## src/rtl/vlist_pkg.sv

```systemverilog
package vlist_pkg;
    localparam int WORD_W = 32;
    localparam int TAG_W  = 8;
    localparam int RATE_W = 24;
    localparam int POL_W  = 2;
    localparam int DIV_W  = 2;

    localparam logic [TAG_W-1:0] TAG_RATE = 8'h00;
    localparam logic [TAG_W-1:0] TAG_POL  = 8'h01;
    localparam logic [TAG_W-1:0] CTRL_TAG = 8'hE0;

    typedef enum logic [2:0] {
        ST_TYPE,
        ST_MODE,
        ST_BODY,
        ST_EXT,
        ST_DONE
    } state_e;
endpackage

```

## src/rtl/vlist_classify.sv

```systemverilog
module vlist_classify
    import vlist_pkg::*;
#(
    parameter int W  = WORD_W,
    parameter int TW = TAG_W,
    parameter int RW = RATE_W,
    parameter int PW = POL_W
) (
    input  logic [W-1:0] word,
    output logic         is_term,
    output logic         is_ctrl,
    output logic         is_rate,
    output logic         is_pol,
    output logic         pol_ok,
    output logic         bad_tag
);
    localparam int TAG_LSB = W - TW;

    logic [TW-1:0] tag;

    always_comb begin
        tag     = word[W-1:TAG_LSB];
        is_term = &word;
        is_ctrl = (tag == CTRL_TAG);
        is_rate = (tag == TAG_RATE);
        is_pol  = (tag == TAG_POL);
        pol_ok  = (word[RW-1:PW] == '0);
        bad_tag = !is_rate && !is_pol;
    end
endmodule

```

## src/rtl/vlist_ext_store.sv

```systemverilog
module vlist_ext_store #(
    parameter int RW = 24,
    parameter int PW = 2
) (
    input  logic          clk,
    input  logic          rst,
    input  logic          clr,
    input  logic          we_rate,
    input  logic          we_pol,
    input  logic [RW-1:0] rate_in,
    input  logic [PW-1:0] pol_in,
    output logic          rate_present,
    output logic [RW-1:0] rate_khz,
    output logic [PW-1:0] sync_pol
);
    always_ff @(posedge clk) begin
        if (rst || clr) begin
            rate_present <= 1'b0;
            rate_khz     <= '0;
            sync_pol     <= '0;
        end else begin
            if (we_rate) begin
                rate_present <= 1'b1;
                rate_khz     <= rate_in;
            end
            if (we_pol) begin
                sync_pol <= pol_in;
            end
        end
    end
endmodule

```

## src/rtl/vlist_ctrl_capture.sv

```systemverilog
module vlist_ctrl_capture #(
    parameter int            W       = 32,
    parameter int            DW      = 2,
    parameter logic [DW-1:0] OVR_DIV = '0
) (
    input  logic         clk,
    input  logic         rst,
    input  logic         clr,
    input  logic         we,
    input  logic [W-1:0] word,
    input  logic         rate_present,
    output logic         ctrl_seen,
    output logic [W-1:0] ctrl_word
);
    logic [W-1:0] raw_q;

    always_ff @(posedge clk) begin
        if (rst || clr) begin
            ctrl_seen <= 1'b0;
            raw_q     <= '0;
        end else if (we) begin
            ctrl_seen <= 1'b1;
            raw_q     <= word;
        end
    end

    always_comb begin
        ctrl_word = raw_q;
        if (rate_present) begin
            ctrl_word[DW-1:0] = OVR_DIV;
        end
    end
endmodule

```

## src/rtl/vlist_parser.sv

```systemverilog
module vlist_parser
    import vlist_pkg::*;
#(
    parameter logic [DIV_W-1:0] OVR_DIV = '0
) (
    input  logic              clk,
    input  logic              rst,
    input  logic              in_valid,
    input  logic [WORD_W-1:0] in_data,
    output logic              in_ready,
    output logic              reg_valid,
    output logic [WORD_W-1:0] reg_data,
    output logic              done,
    output logic [WORD_W-1:0] base_mode,
    output logic              rate_present,
    output logic [RATE_W-1:0] rate_khz,
    output logic [POL_W-1:0]  sync_pol,
    output logic              ctrl_seen,
    output logic [WORD_W-1:0] ctrl_word,
    output logic              err
);
    state_e state_q, state_d;
    logic   ext_fmt_q;
    logic   accept;
    logic   is_term, is_ctrl, is_rate, is_pol, pol_ok, bad_tag;
    logic   clr, ext_word, body_word;

    vlist_classify #(
        .W (WORD_W),
        .TW(TAG_W),
        .RW(RATE_W),
        .PW(POL_W)
    ) u_cls (
        .word   (in_data),
        .is_term(is_term),
        .is_ctrl(is_ctrl),
        .is_rate(is_rate),
        .is_pol (is_pol),
        .pol_ok (pol_ok),
        .bad_tag(bad_tag)
    );

    always_comb begin
        accept    = in_valid && in_ready;
        clr       = accept && (state_q == ST_TYPE);
        body_word = accept && (state_q == ST_BODY) && !is_term;
        ext_word  = accept && (state_q == ST_EXT) && !is_term;
    end

    vlist_ext_store #(
        .RW(RATE_W),
        .PW(POL_W)
    ) u_ext (
        .clk         (clk),
        .rst         (rst),
        .clr         (clr),
        .we_rate     (ext_word && is_rate),
        .we_pol      (ext_word && is_pol && pol_ok),
        .rate_in     (in_data[RATE_W-1:0]),
        .pol_in      (in_data[POL_W-1:0]),
        .rate_present(rate_present),
        .rate_khz    (rate_khz),
        .sync_pol    (sync_pol)
    );

    vlist_ctrl_capture #(
        .W      (WORD_W),
        .DW     (DIV_W),
        .OVR_DIV(OVR_DIV)
    ) u_ctl (
        .clk         (clk),
        .rst         (rst),
        .clr         (clr),
        .we          (body_word && is_ctrl),
        .word        (in_data),
        .rate_present(rate_present),
        .ctrl_seen   (ctrl_seen),
        .ctrl_word   (ctrl_word)
    );

    // State register
    always_ff @(posedge clk) begin
        if (rst) state_q <= ST_TYPE;
        else     state_q <= state_d;
    end

    // Next-state logic
    always_comb begin
        state_d = state_q;
        unique case (state_q)
            ST_TYPE: if (accept) state_d = ST_MODE;
            ST_MODE: if (accept) state_d = ST_BODY;
            ST_BODY: if (accept && is_term) state_d = ext_fmt_q ? ST_EXT : ST_DONE;
            ST_EXT:  if (accept && is_term) state_d = ST_DONE;
            ST_DONE: state_d = ST_TYPE;
            default: state_d = ST_TYPE;
        endcase
    end

    // Outputs decoded from state
    always_comb begin
        in_ready = 1'b1;
        done     = 1'b0;
        unique case (state_q)
            ST_DONE: begin
                in_ready = 1'b0;
                done     = 1'b1;
            end
            default: ;
        endcase
    end

    // Datapath registers
    always_ff @(posedge clk) begin
        if (rst) begin
            ext_fmt_q <= 1'b0;
            base_mode <= '0;
            reg_valid <= 1'b0;
            reg_data  <= '0;
            err       <= 1'b0;
        end else begin
            reg_valid <= body_word;
            if (body_word) reg_data <= in_data;
            if (clr) begin
                ext_fmt_q <= (in_data == WORD_W'(1));
                if (in_data > WORD_W'(1)) err <= 1'b1;
            end
            if (accept && state_q == ST_MODE) base_mode <= in_data;
            if (ext_word && (bad_tag || (is_pol && !pol_ok))) err <= 1'b1;
        end
    end
endmodule

```

## config.mk

```make
export PLATFORM = sky130hd
export DESIGN_NAME = vlist_parser
export DESIGN_NICKNAME = d
export VERILOG_FILES = /design/src/rtl/vlist_pkg.sv /design/src/rtl/vlist_classify.sv /design/src/rtl/vlist_ext_store.sv /design/src/rtl/vlist_ctrl_capture.sv /design/src/rtl/vlist_parser.sv
export SDC_FILE = /design/constraint.sdc
export NUM_CORES = 1
export LEC_CHECK = 0
export CORE_MARGIN = 2
export CORE_UTILIZATION = 50
export CTS_CLUSTER_DIAMETER = 30
export DETAILED_ROUTE_END_ITERATION = 8
export DONT_BUFFER_PORTS = 1
export GPL_ROUTABILITY_DRIVEN = 0
export GPL_TIMING_DRIVEN = 0
export MAX_ROUTING_LAYER = met4
export PLACE_DENSITY_LB_ADDON = 0.05
export SKIP_CTS_REPAIR_TIMING = 1
export SYNTH_ARGS = -nofsm -noshare
export SYNTH_HDL_FRONTEND = slang
export SYNTH_SLANG_ARGS = --single-unit
```

## constraint.sdc

```tcl
create_clock -name clk -period 2 [get_ports clk]
set_clock_uncertainty 0.05 [all_clocks]
set_input_delay 0.2 -clock clk [delete_from_list [all_inputs] [get_ports clk]]
set_output_delay 0.2 -clock clk [all_outputs]
set_load 0.02 [all_outputs]
```

==> results.yml <==
status:
  outcome: "finished clean"
power_and_ir_drop:
  peakVddDrop_v: 0.0005637
  power_density_nw_per_um2: 987.8
  p_leak_nw: 2.163
layout:
  seqCellArea_sq_um: 2603
  area_growth_pct: 22.08
  drive_gt1_share_pct: 13.46
  nNetsFinal: 677
  fillers: 903
  multi_input_area_sq_um: 1988
  finish.utilization_pct: 62.50
  num_antenna_cells: 0
floorplanning:
  die_h_um: 103.8
  ioPinCount: 163
  core_sq_um: 9729
  die_area_sq_um: 10780
  rows: 36
  dieWidth_um: 103.8
  initial_core_util_pct: 51.20
clocking:
  ctsHtreeMaxLevel: 4
  cts_buffer_depth: 2
  clk_latency_ns: 0.52
  cts_sinks: 130
  cts_root_buf: "clkbuf_8"
  clk_pin_slew_ns: 0.06
  cts_tree: "built"
  cts_buffers: 17
yosys:
  ys_seq_area_share_pct: 52.25
  syn_area_sq_um: 4981
  ys_warn_count: 0
  synth_flop_cell: "dfxtp_1"
  syn-instance-count: 590
  synth_area_leaders: "dfxtp_1 52%, nand2_1 12%, a21oi_1 8.2%, mux2i_1 6.8%, buf_4 5.3%"
  synthTopCellsByCount: "164 x nand2_1, 130 x dfxtp_1, 82 x a21oi_1"
  synth-edff-count: 0
  ys_seq_elements: 130
  netlist.area_leader.share_pct: 52.25
  ys_async_sr_fraction_pct: 0
  syn_avg_cell_area_sq_um: 8.442
  syn-num-nets: 625
  yosys.area.top_type: "dfxtp_1"
  synth.distinct_cells: 32
  yosysMostFrequentCell: "nand2_1"
routing:
  drc_errors: 0
  drtAntennaViolNets: 0
  wire_per_inst_um: 18.61
  postRouteWirelength_um: 14650
  dr.first_iter.drc_count: 225
  via_per_inst: 5.282
  firstDrtPassIters: 5
  vias: 4157
critical_path:
  crit_path_cell_trace: "nor3b_2 > nand2_2 > or4_4 > buf_6 > buf_6 > nand2_1 > a21oi_1"
  worst_setup_path_start_kind: "flop"
  critPathMaxStageDelay_ns: 0.54
  crit_family: "simple AND/OR/NAND/NOR gates"
  slowest_stage: "or4_4"
  arrival_ns: 2.25
  critical_path_buf_inv_count: 2
  cp.required_ns: 2.35
  critPathKind: "reg -> reg"
  timing.critical_path.mode_cell: "buf_6"
  critPathCaptureType: "flop"
  critPathMaxFanout: 10
sta:
  fin_crit_ns: 1.895
  finalCritPeriodShare_pct: 94.76
  setup_viol: 0
  fmax_ghz: 0.5277
  drv_slew: 0
  hold_viol: 0
  maxSlewHeadroom_pct: 57.59
  worst_pin_slew_ns: 0.6304
  tns_ns: 0
grt:
  antenna_found_initial: 0
  grt_remaining_overflow: 0
  globalRouteTotalUtil_pct: 26.20
  grt_pass1_vias: 3839
  grt_pass1_wl_um: 21220
  grt_max_degree: 17
run:
  cap_violations: 0
worst_hold_path:
  hold_class: "in -> reg"
placement:
  dp_hpwl_um: 9782
  io_buffers: 0
[per-stage QoR]
| stage | instances | setup slack (ns) | power, mW | instance area [sq um] | hold WS, ns |
|---|---|---|---|---|---|
| 3_3_place_gp | 723 | -0.01383 | 3.014 | 5147 | 0.2518 |
| 2_1_floorplan | 590 | 0.2354 | 2.954 | 4981 | 0.2480 |
| 3_5_place_dp | 723 | -0.1037 | 3.020 | 5147 | 0.2527 |
| 4_1_cts | 754 | -0.1226 | 5.935 | 5715 | -0.2954 |
| 6_report | 787 | 0.1049 | 6.007 | 6081 | 0.03047 |
| 5_1_grt | 787 | -0.0001485 | 6.204 | 6081 | 0.03961 |
[state kept, by name, indices dropped and copies added, names as in the netlist]
signal              cells
reg_data               32
reg_valid               1
u_ext.sync_pol          2
state_q                 3
u_ext.rate_khz         24
ext_fmt_q               1
base_mode              32
u_ext.rate_present      1
u_ctl.raw_q            32
u_ctl.ctrl_seen         1
err                     1
[worst register-to-register path, stage by stage, from the launching register on]
cell and delay, ns:
dfxtp_1 0.36, nor3b_2 0.25, nand2_2 0.14, or4_4 0.54, buf_6 0.16, buf_6 0.14
nand2_1 0.07, a21oi_1 0.06
[routing by layer]
layer	share of wire (%)	GRT usage, %	up-vias
met1	45	31.87	1932
met4	1.3	9.749	0
met3	8.1	7.741	19
li1	-	-	2043
met5	0	-	-
met2	46	41.31	163
[power breakdown]
part / switching, mW / total (mW) / internal, mW
registers: 0.0967 / 2.74 / 2.64
logic: 0.206 / 0.329 / 0.122
clock network: 1.07 / 2.94 / 1.87
[cell families (layout without fill, tap and decap cells)]
logic type             count (synthesis)  after routing  synth area share [%]
and+or+nand+nor                      267            267                 23.24
AOI/OAI and AO/OA                     89             89                 9.319
DFF                                  130            130                 52.25
muxes                                 34             34                 6.833
buffers and inverters                 70            134                 8.365
[cell type report]
type | instances | share of cell area [%]
Tap cell | 133 | 2.737
Clock buffer | 28 | 8.642
Buffer | 65 | 6.667
Inverter | 4 | 0.2469
Sequential cell | 130 | 42.80
Multi-Input combinational cell | 390 | 32.70
Timing Repair Buffer | 34 | 5.514
Clock inverter | 3 | 0.6996
[path summary, 6_finish.rpt]
| kind | start | to | slack (ns) | cells past startpoint |
|---|---|---|---|---|
| max | state_q[2]$_SDFFE_PP0P_ | u_ctl.raw_q[10]$_SDFFE_PP0P_ | 0.10 | 7 |
| min | in_data[20] | ext_fmt_q$_SDFFE_PP0P_ | 0.03 | 5 |
| max reg2reg | state_q[2]$_SDFFE_PP0P_ | u_ctl.raw_q[10]$_SDFFE_PP0P_ | 0.10 | 7 |
| min reg2reg | u_ctl.raw_q[17]$_SDFFE_PP0P_ | u_ctl.raw_q[17]$_SDFFE_PP0P_ | 0.40 | 2 |
[placed cells by master, fill, tap and decap left out, drive strengths merged, types with 7 or more instances in the layout]
cell | synthesis | final
a21oi | 82 | 82
buf | 45 | 45
clkbuf | 21 | 50
dfxtp | 130 | 130
dlygate4sd3 | 0 | 32
mux2i | 34 | 34
nand2 | 164 | 164
nand3 | 7 | 7
nand4 | 7 | 7
nor2 | 49 | 49
nor4 | 10 | 10
(Power assumes the default switching activity.)
